===== src/rtl/pfx_adder_pkg.sv =====
package pfx_adder_pkg;

  typedef enum logic {
    TOPO_DENSE  = 1'b0,
    TOPO_SPARSE = 1'b1
  } topoSel_e;

  // Merge a more significant (hi) pair with a less significant (lo) pair.
  // Result packed as {gen, prop}; order of arguments matters.
  function automatic logic [1:0] gpJoin(input logic hiGen, input logic hiProp,
                                        input logic loGen, input logic loProp);
    gpJoin = {hiGen | (hiProp & loGen), hiProp & loProp};
  endfunction

endpackage


===== src/rtl/pfx_gp_stage.sv =====
module pfx_gp_stage #(
  parameter int N = 32
) (
  input  logic [N-1:0] opA,
  input  logic [N-1:0] opB,
  input  logic         carryIn,
  output logic [N-1:0] bitProp,
  output logic [N-1:0] seedGen,
  output logic [N-1:0] seedProp
);
  logic [N-1:0] bitGen;

  for (genvar i = 0; i < N; i++) begin : g_bit
    assign bitGen[i]  = opA[i] & opB[i];
    assign bitProp[i] = opA[i] ^ opB[i];
    if (i == 0) begin : g_seed
      // carry-in enters as the least significant prefix element
      assign seedGen[i]  = bitGen[i] | (bitProp[i] & carryIn);
      assign seedProp[i] = 1'b0;
    end else begin : g_plain
      assign seedGen[i]  = bitGen[i];
      assign seedProp[i] = bitProp[i];
    end
  end
endmodule


===== src/rtl/pfx_tree.sv =====
module pfx_tree
  import pfx_adder_pkg::*;
#(
  parameter int       N    = 32,
  parameter topoSel_e TOPO = TOPO_DENSE
) (
  input  logic [N-1:0] seedGen,
  input  logic [N-1:0] seedProp,
  output logic [N-1:0] grpGen
);
  localparam int L = $clog2(N);

  if (TOPO == TOPO_DENSE) begin : g_dense
    logic [L:0][N-1:0] lvGen;
    logic [L:0][N-1:0] lvProp;
    logic unusedProp;
    assign lvGen[0]  = seedGen;
    assign lvProp[0] = seedProp;
    for (genvar s = 0; s < L; s++) begin : g_lvl
      localparam int DIST = 1 << s;
      for (genvar i = 0; i < N; i++) begin : g_node
        if (i >= DIST) begin : g_op
          assign {lvGen[s+1][i], lvProp[s+1][i]} =
            gpJoin(lvGen[s][i], lvProp[s][i], lvGen[s][i-DIST], lvProp[s][i-DIST]);
        end else begin : g_pass
          assign lvGen[s+1][i]  = lvGen[s][i];
          assign lvProp[s+1][i] = lvProp[s][i];
        end
      end
    end
    assign grpGen     = lvGen[L];
    assign unusedProp = ^lvProp[L];
  end else begin : g_sparse
    localparam int D = 2 * L - 1;
    logic [D:0][N-1:0] lvGen;
    logic [D:0][N-1:0] lvProp;
    logic unusedProp;
    assign lvGen[0]  = seedGen;
    assign lvProp[0] = seedProp;
    for (genvar s = 0; s < D; s++) begin : g_lvl
      localparam bit UP   = (s < L);
      localparam int DIST = UP ? (1 << s) : (1 << (2 * L - 2 - s));
      for (genvar i = 0; i < N; i++) begin : g_node
        localparam bit ACT = UP ? (((i + 1) % (2 * DIST)) == 0)
                                : ((((i + 1) % (2 * DIST)) == DIST) && ((i + 1) > DIST));
        if (ACT) begin : g_op
          assign {lvGen[s+1][i], lvProp[s+1][i]} =
            gpJoin(lvGen[s][i], lvProp[s][i], lvGen[s][i-DIST], lvProp[s][i-DIST]);
        end else begin : g_pass
          assign lvGen[s+1][i]  = lvGen[s][i];
          assign lvProp[s+1][i] = lvProp[s][i];
        end
      end
    end
    assign grpGen     = lvGen[D];
    assign unusedProp = ^lvProp[D];
  end
endmodule


===== src/rtl/pfx_sum_stage.sv =====
module pfx_sum_stage #(
  parameter int N = 32
) (
  input  logic [N-1:0] bitProp,
  input  logic [N-1:0] grpGen,
  input  logic         carryIn,
  output logic [N-1:0] sumOut,
  output logic         carryOut
);
  logic [N-1:0] carryVec;
  assign carryVec = {grpGen[N-2:0], carryIn};
  assign sumOut   = bitProp ^ carryVec;
  assign carryOut = grpGen[N-1];
endmodule


===== src/rtl/pfx_adder.sv =====
module pfx_adder
  import pfx_adder_pkg::*;
#(
  parameter int       N    = 32,
  parameter topoSel_e TOPO = TOPO_DENSE
) (
  input  logic [N-1:0] opA,
  input  logic [N-1:0] opB,
  input  logic         carryIn,
  output logic [N-1:0] sumOut,
  output logic         carryOut
);
  logic [N-1:0] bitProp, seedGen, seedProp, grpGen;

  pfx_gp_stage #(.N(N)) u_gp (
    .opA(opA), .opB(opB), .carryIn(carryIn),
    .bitProp(bitProp), .seedGen(seedGen), .seedProp(seedProp)
  );

  pfx_tree #(.N(N), .TOPO(TOPO)) u_tree (
    .seedGen(seedGen), .seedProp(seedProp), .grpGen(grpGen)
  );

  pfx_sum_stage #(.N(N)) u_sum (
    .bitProp(bitProp), .grpGen(grpGen), .carryIn(carryIn),
    .sumOut(sumOut), .carryOut(carryOut)
  );
endmodule


===== config.mk =====
export PLATFORM = sky130hd
export DESIGN_NAME = pfx_adder
export DESIGN_NICKNAME = d
export VERILOG_FILES = /design/src/rtl/pfx_adder_pkg.sv /design/src/rtl/pfx_gp_stage.sv /design/src/rtl/pfx_tree.sv /design/src/rtl/pfx_sum_stage.sv /design/src/rtl/pfx_adder.sv
export SDC_FILE = /design/constraint.sdc
export NUM_CORES = 1
export LEC_CHECK = 0
export CELL_PAD_IN_SITES_DETAIL_PLACEMENT = 0
export CELL_PAD_IN_SITES_GLOBAL_PLACEMENT = 1
export CORE_MARGIN = 2
export CORE_UTILIZATION = 31
export DETAILED_ROUTE_END_ITERATION = 16
export PLACE_DENSITY_LB_ADDON = 0.15
export RECOVER_POWER = 25
export SETUP_SLACK_MARGIN = 0.2
export SLEW_MARGIN = 20
export SYNTH_ARGS = -nofsm -noshare
export SYNTH_HDL_FRONTEND = slang
export SYNTH_SLANG_ARGS = --single-unit
export TNS_END_PERCENT = 50

===== constraint.sdc =====
create_clock -name vclk -period 7.5
set_input_delay 0.75 -clock vclk [all_inputs]
set_output_delay 0.75 -clock vclk [all_outputs]
set_load 0.02 [all_outputs]

==> flow_summary.ini, run 1 <==
[status]
status = finished clean

[routing]
drc = 0
dr_total_vias = 2294
drt-initial-drc-count = 67
wl_per_cell_um = 13.9
antenna_left = 0
viasPerCell = 5.33
wl_um = 5980
drtPass1Iterations = 4

[layout]
final_area_mm2 = 0.00297
area_delta_synth_final_pct = 53.1
seqCellArea_um2 = 0
final_common_cell = clkdlybuf4s50_1
layout.cells.non_filler = 430
postLayoutCoreUtil = 0.496
antenna_cells = 0
drive_gt1_frac = 0.0451
clkbuf_count = 0
flops_and_latches = 0
nets = 455
final_cell_mix = clkdlybuf4s50_1 (90), a21oi_1 (33), ha_1 (31), nand2_1 (29), nor2_1 (22)

[power]
finalPower_uw = 339
switching_share = 0.521
power_density_mw_per_mm2 = 114
vdd_drop_max_uv = 64.1
p_seq_frac = 0
p_sw_uw = 177
internal-power_uw = 162
p_leak_nw = 1.20
p_comb_frac = 1.000
pwr-share-clk = 0

[timing]
relSlewSlack = 0.597
setup_tns_ps = 0
maxSlewViolCount = 0
period_needed_ps = 4870
tightest_slew_ps = 598
fin_hold_ws_ps = 2760
fin_ws_ps = 2630
hold_violations = 0
rsz0062_at_grt = false
post-route-period-util = 0.649
setup_viol = 0
max_freq_mhz = 205

[placement]
dp_hpwl_um = 5120
io_buffers = 98
placed_area_mm2 = 0.00297
dpl.cell_count = 430
pre_cts_ws_ps = 2640
gp_congestion = 0.863

[global_routing]
grt_first_pass_wirelength_um = 10100
grtUsageTotal = 0.164
gr-total-overflow = 0
grt_max_degree = 13
grt_pass1_vias = 2160
antenna_found_initial = 0

[floorplan]
row_count = 28
die_h_um = 83.2
start_util = 0.324
dieArea_mm2 = 0.00692
core_area_mm2 = 0.00599
die_width_um = 83.2
ioPinCount = 98

[worst_hold_path]
hp-class = in2out
min_path_cells = 4
whs_endpoint = sumOut[31]
worstHoldStart = opB[31]

[synthesis]
yosysTopAreaCell = ha_1
syn_nets = 365
yosys_warnings = 0
syn-instance-count = 267
syn_avg_cell_area_um2 = 7.28
yosys-top-cells-area = ha_1 (20%), a21oi_1 (8.5%), xnor2_1 (6.8%)
ys_seq_area_frac = 0
syn-cell-area_mm2 = 0.00194
ys_types = 54
synth_top_area_share = 0.200

[worst_setup_path]
arrival_ps = 4120
worstPathRequired_ps = 6750
critPathLaunchType = input port
cp-end-kind = primary output
crit_type = in2out
critPathMaxFanout = 4

[flow_run]
maxCapViolations = 0

[clock_network]
holdBufCountCts = 0
post_cts_buffers = 0
cts_resized = 0
## cell usage after synthesis (4+ instances only)
master    instances
o21a_1            5
a211oi_1          4
ha_1             31
nor2_1           22
o21bai_1          5
o21ai_1           6
nand2_1          29
nand4_1           8
a21o_1           10
o211ai_1          5
clkbuf_1          5
xor2_1           12
buf_2             5
a21oi_1          33
xnor2_1          15
inv_1             5
o21ai_0          11
## final cells by class
cell class	instances	area [µm²]
timing repair buffer	98	981
multi-input combinational	252	1880
inverter	5	18.8
fill	611	3020
tap	75	93.8
## worst max path at each step
stage | to | start | slack, ps
floorplan | sumOut[28] | opA[0] | 3570
global placement | sumOut[26] | opA[0] | 2660
detailed placement | sumOut[26] | opA[0] | 2640
CTS | sumOut[26] | opA[0] | 2630
global route | sumOut[18] | opA[0] | 2450
finish | sumOut[26] | opA[0] | 2630
## power groups by stage
stage	Combinational, mW	Sequential, mW	Clock, mW
2_1_floorplan	0.202	0	0
3_3_place_gp	0.343	0	0
3_5_place_dp	0.343	0	0
4_1_cts	0.345	0	0
5_1_grt	0.368	0	0
6_report	0.339	0	0
## worst max-delay path, cell delays in order
cell and delay, ps:
clkdlybuf4s50_1 430, fa_1 480, fa_1 410, a21o_1 230, a221oi_4 350, o41ai_2 140
nor2_1 390, o21ai_1 160, xnor2_1 140, clkdlybuf4s50_1 620
## routing by layer
metal / track usage / share of wire / wire length, µm
met5: 0 / 0 / 0
met2: 0.282 / 0.46 / 2750
met4: 0 / 0 / 0
met3: 0.0149 / 0.044 / 265
met1: 0.236 / 0.49 / 2960
## cells by family (layout without fill, tap and decap cells)
| kind of cell | count (synthesis) | after routing | share of synthesized area |
|---|---|---|---|
| AOI/OAI and AO/OA | 109 | 109 | 0.415 |
| and+or+nand+nor | 80 | 80 | 0.195 |
| buffers and inverters | 15 | 103 | 0.0322 |
| xor gates and xnor gates | 27 | 27 | 0.122 |
| adders and majority gates | 33 | 33 | 0.220 |
| muxes | 3 | 3 | 0.0161 |
Note: power is estimated with default switching activity, not from simulation.
==> run 2: changes to the inputs <==
- CORE_UTILIZATION: 31 -> 26
- clock period: 7.5 -> 4.2 ns (I/O delays scaled with it)
==> flow_summary.ini, run 2 (synthesis gave the netlist of run 1 again) <==
[status]
status = finished clean

[routing]
wl_per_cell_um = 13.8
antenna_left = 0
drt-initial-drc-count = 85
wl_um = 6330
drc = 0
dr_total_vias = 2319
viasPerCell = 5.05
drtPass1Iterations = 4

[layout]
flops_and_latches = 0
final_common_cell = clkdlybuf4s50_1
drive_gt1_frac = 0.0583
final_cell_mix = clkdlybuf4s50_1 (83), a21oi_1 (33), ha_1 (31), nand2_1 (29), nor2_1 (22)
clkbuf_count = 0
nets = 460
area_delta_synth_final_pct = 56.9
multiInputGateArea_mm2 = 0.00188
final_area_mm2 = 0.00305
seqCellArea_um2 = 0
fill_cells = 782
postLayoutCoreUtil = 0.420
antenna_cells = 0

[placement]
gp_congestion = 0.796
pre_cts_ws_ps = 50.8
placed_area_mm2 = 0.00304
dp_hpwl_um = 5560
io_buffers = 98

[flow_run]
maxCapViolations = 0

[timing]
rsz0062_at_grt = true
relSlewSlack = 0.589
max_freq_mhz = 252
period_needed_ps = 3970
fin_ws_ps = 230
setup_viol = 0
fin_hold_ws_ps = 1860
hold_violations = 0
setup_tns_ps = 0
maxSlewViolCount = 0
tightest_slew_ps = 610
post-route-period-util = 0.945

[floorplan]
start_util = 0.268
ioPinCount = 98
core_area_mm2 = 0.00725
row_count = 31
dieArea_mm2 = 0.00818
die_h_um = 90.5
die_width_um = 90.5

[global_routing]
antenna_found_initial = 0
grt_max_degree = 13
grt_first_pass_wirelength_um = 10500
grt_pass1_vias = 2226
grtUsageTotal = 0.147
gr-total-overflow = 0

[worst_setup_path]
max_stage_delay_ps = 630
cp-end-kind = primary output
critPathMaxFanout = 4
worstPathRequired_ps = 3780
critPathLaunchType = input port
arrival_ps = 3550
slowest_stage = clkdlybuf4s50_1
crit_type = in2out
path_cells = clkdlybuf4s50_1 > fa_1 > fa_1 > a21o_1 > a221oi_4 > o41ai_2 > nor2_1 > buf_4 > o21ai_1 > xor2_1 > clkdlybuf4s50_1

[power]
vdd_drop_max_uv = 91.0
power_density_mw_per_mm2 = 200
p_leak_nw = 1.26

[worst_hold_path]
hp-class = in2out
min_path_cells = 5
==> run 2: cell types whose count changed in the layout (fill, tap and decap cells not counted), sizes merged <==
cell / change
clkdlybuf4s50: -7
dlygate4sd2: +3
dlymetal6s2s: +4
buf: +5
==> run 2: repair_timing <==
item / CTS / global route
setup endpoints to repair: 6 / 8
buffers inserted: 0 / 0
hold buffers: 0 / 0
cloned: 0 / 0
gates resized for setup: 3 / 4
==> run 2: worst paths after layout <==
| check | from | end | slack, ps |
|---|---|---|---|
| setup / recovery | opA[0] | sumOut[18] | 230 |
| hold / removal | opB[22] | sumOut[22] | 1860 |
==> run 2: worst max-delay path: cells and delay by family <==
kind	cells	cell delay [ps]
buffers and inverters	3	1210
adders and majority gates	2	890
AOI/OAI and AO/OA	4	760
xor gates and xnor gates	1	150
and+or+nand+nor	1	120
==> run 2: per-layer routing <==
metal  part of all wire  routed length (µm)  track usage  vias up
met5                  0                   0            0        -
met4                  0                   0            0        0
met3              0.054                 340       0.0192        0
met2               0.44                2800        0.241       63
met1               0.50                3190        0.217     1043
li1                   -                   -            -     1213
==> run 2: report_power, final <==
group	leakage (nW)	switching, mW	internal (mW)	total, mW
combinational	1.26	0.319	0.290	0.609
sequential	0	0	0	0
clock	0	0	0	0
total	1.26	0.319	0.290	0.609
==> run 2: metrics by stage <==
| step | total power, mW | instances |
|---|---|---|
| 2_1_floorplan | 0.361 | 267 |
| 3_3_place_gp | 0.626 | 459 |
| 3_5_place_dp | 0.624 | 459 |
| 4_1_cts | 0.623 | 459 |
| 5_1_grt | 0.660 | 459 |
| 6_report | 0.609 | 459 |
==> run 2: cell type report <==
class                      instances  share of cell area
multi-input combinational        252               0.617
timing repair buffer             103               0.336
tap                               99              0.0406
inverter                           5             0.00616
==> run 3: changes to the inputs <==
- CORE_ASPECT_RATIO: not set -> 0.6
==> flow_summary.ini, run 3 (synthesis gave the netlist of run 1 again) <==
[floorplan]
core_area_mm2 = 0.00724
ioPinCount = 98
die_h_um = 71.0
dieArea_mm2 = 0.00820
start_util = 0.268
row_count = 24
die_width_um = 116

[timing]
maxSlewViolCount = 0
tightest_slew_ps = 557
max_freq_mhz = 249
relSlewSlack = 0.628
period_needed_ps = 4010
setup_tns_ps = 0
rsz0062_at_grt = true
post-route-period-util = 0.955
setup_viol = 0
hold_violations = 0

[layout]
final_common_cell = clkdlybuf4s50_1
nets = 462
postLayoutCoreUtil = 0.424
final_area_mm2 = 0.00307
clkbuf_count = 0
final_cell_mix = clkdlybuf4s50_1 (83), a21oi_1 (33), ha_1 (31), nand2_1 (29), nor2_1 (21)
flops_and_latches = 0
seqCellArea_um2 = 0
antenna_cells = 0
layout.cells.non_filler = 466
drive_gt1_frac = 0.0663
area_delta_synth_final_pct = 57.9

[worst_setup_path]
crit_type = in2out
arrival_ps = 3590
cp-end-kind = primary output
critPathMaxFanout = 3
critPathLaunchType = input port
worstPathRequired_ps = 3780

[placement]
io_buffers = 98
placed_area_mm2 = 0.00306
dpl.cell_count = 466
dp_hpwl_um = 6090
gp_congestion = 0.856

[global_routing]
grt_max_degree = 13
met3_usage = 0.00514
gr-total-overflow = 0
grtUsageTotal = 0.164
antenna_found_initial = 0
grt_pass1_vias = 2227
grt_first_pass_wirelength_um = 11100
grt.busiest_layer = met1
grt_use_met1 = 0.287
use_met2 = 0.225

[routing]
drc = 0
antenna_left = 0
drtPass1Iterations = 4
wl_um = 6870
wl_per_cell_um = 14.7
dr_total_vias = 2388
viasPerCell = 5.12
drt-initial-drc-count = 88

[power]
power_density_mw_per_mm2 = 201
p_leak_nw = 1.26
p_comb_frac = 1.000
internal-power_uw = 291
finalPower_uw = 618
switching_share = 0.529
vdd_drop_max_uv = 94.1
pwr-share-clk = 0
p_seq_frac = 0
p_sw_uw = 327

[flow_run]
maxCapViolations = 0

[worst_hold_path]
hp-class = in2out

[clock_network]
post_cts_buffers = 0

[status]
status = finished clean
-- run 3: changes by cell type in the layout (fill, tap and decap cells not counted), sizes merged --
cell	change
buf	+2
dlygate4sd2	+1
dlymetal6s2s	-1
-- run 3: area by class of cell --
type,count,area [µm²]
inverters,5,18.8
multi-input cells,252,1880
repair buffers,105,1040
fillers,774,4170
well taps,104,130
-- run 3: critical path: stages --
cell and delay, ps:
clkdlybuf4s50_1 430, fa_1 490, fa_1 430, a21o_1 240, a221oi_4 250, buf_4 180
o41ai_2 80, o211ai_1 220, nand2_1 100, xor2_1 140, clkdlybuf4s50_1 620
-- run 3: per-stage QoR --
stage / hold slack (ps) / setup slack [ps]
detailed placement: 2060 / -19.4
global placement: 2070 / 15.5
global route: 1910 / 4.82
floorplan: 1090 / 932
finish: 1860 / 190
CTS: 1940 / 70.3
-- run 3: per-layer routing --
| layer | vias up | wire length, µm |
|---|---|---|
| li1 | 1217 | - |
| met1 | 1101 | 3920 |
| met2 | 70 | 2550 |
| met3 | 0 | 393 |
| met4 | 0 | 0 |
| met5 | - | 0 |
-- run 3: repair_timing --
item | in CTS | in global routing
hold buffers | 0 | 0
endpoints found under the setup margin | 9 | 6
gates resized for setup | 5 | 3
-- run 3: power by group through the flow --
stage	registers [mW]	clock network (mW)	logic, mW
floorplan	0	0	0.361
global placement	0	0	0.634
detailed placement	0	0	0.632
CTS	0	0	0.629
global route	0	0	0.669
finish	0	0	0.618
-- run 3: path summary, 6_finish.rpt --
path / startpoint / end / slack [ps] / cells past startpoint
min: opB[9] / sumOut[10] / 1860 / 5
max: opA[0] / sumOut[30] / 190 / 11
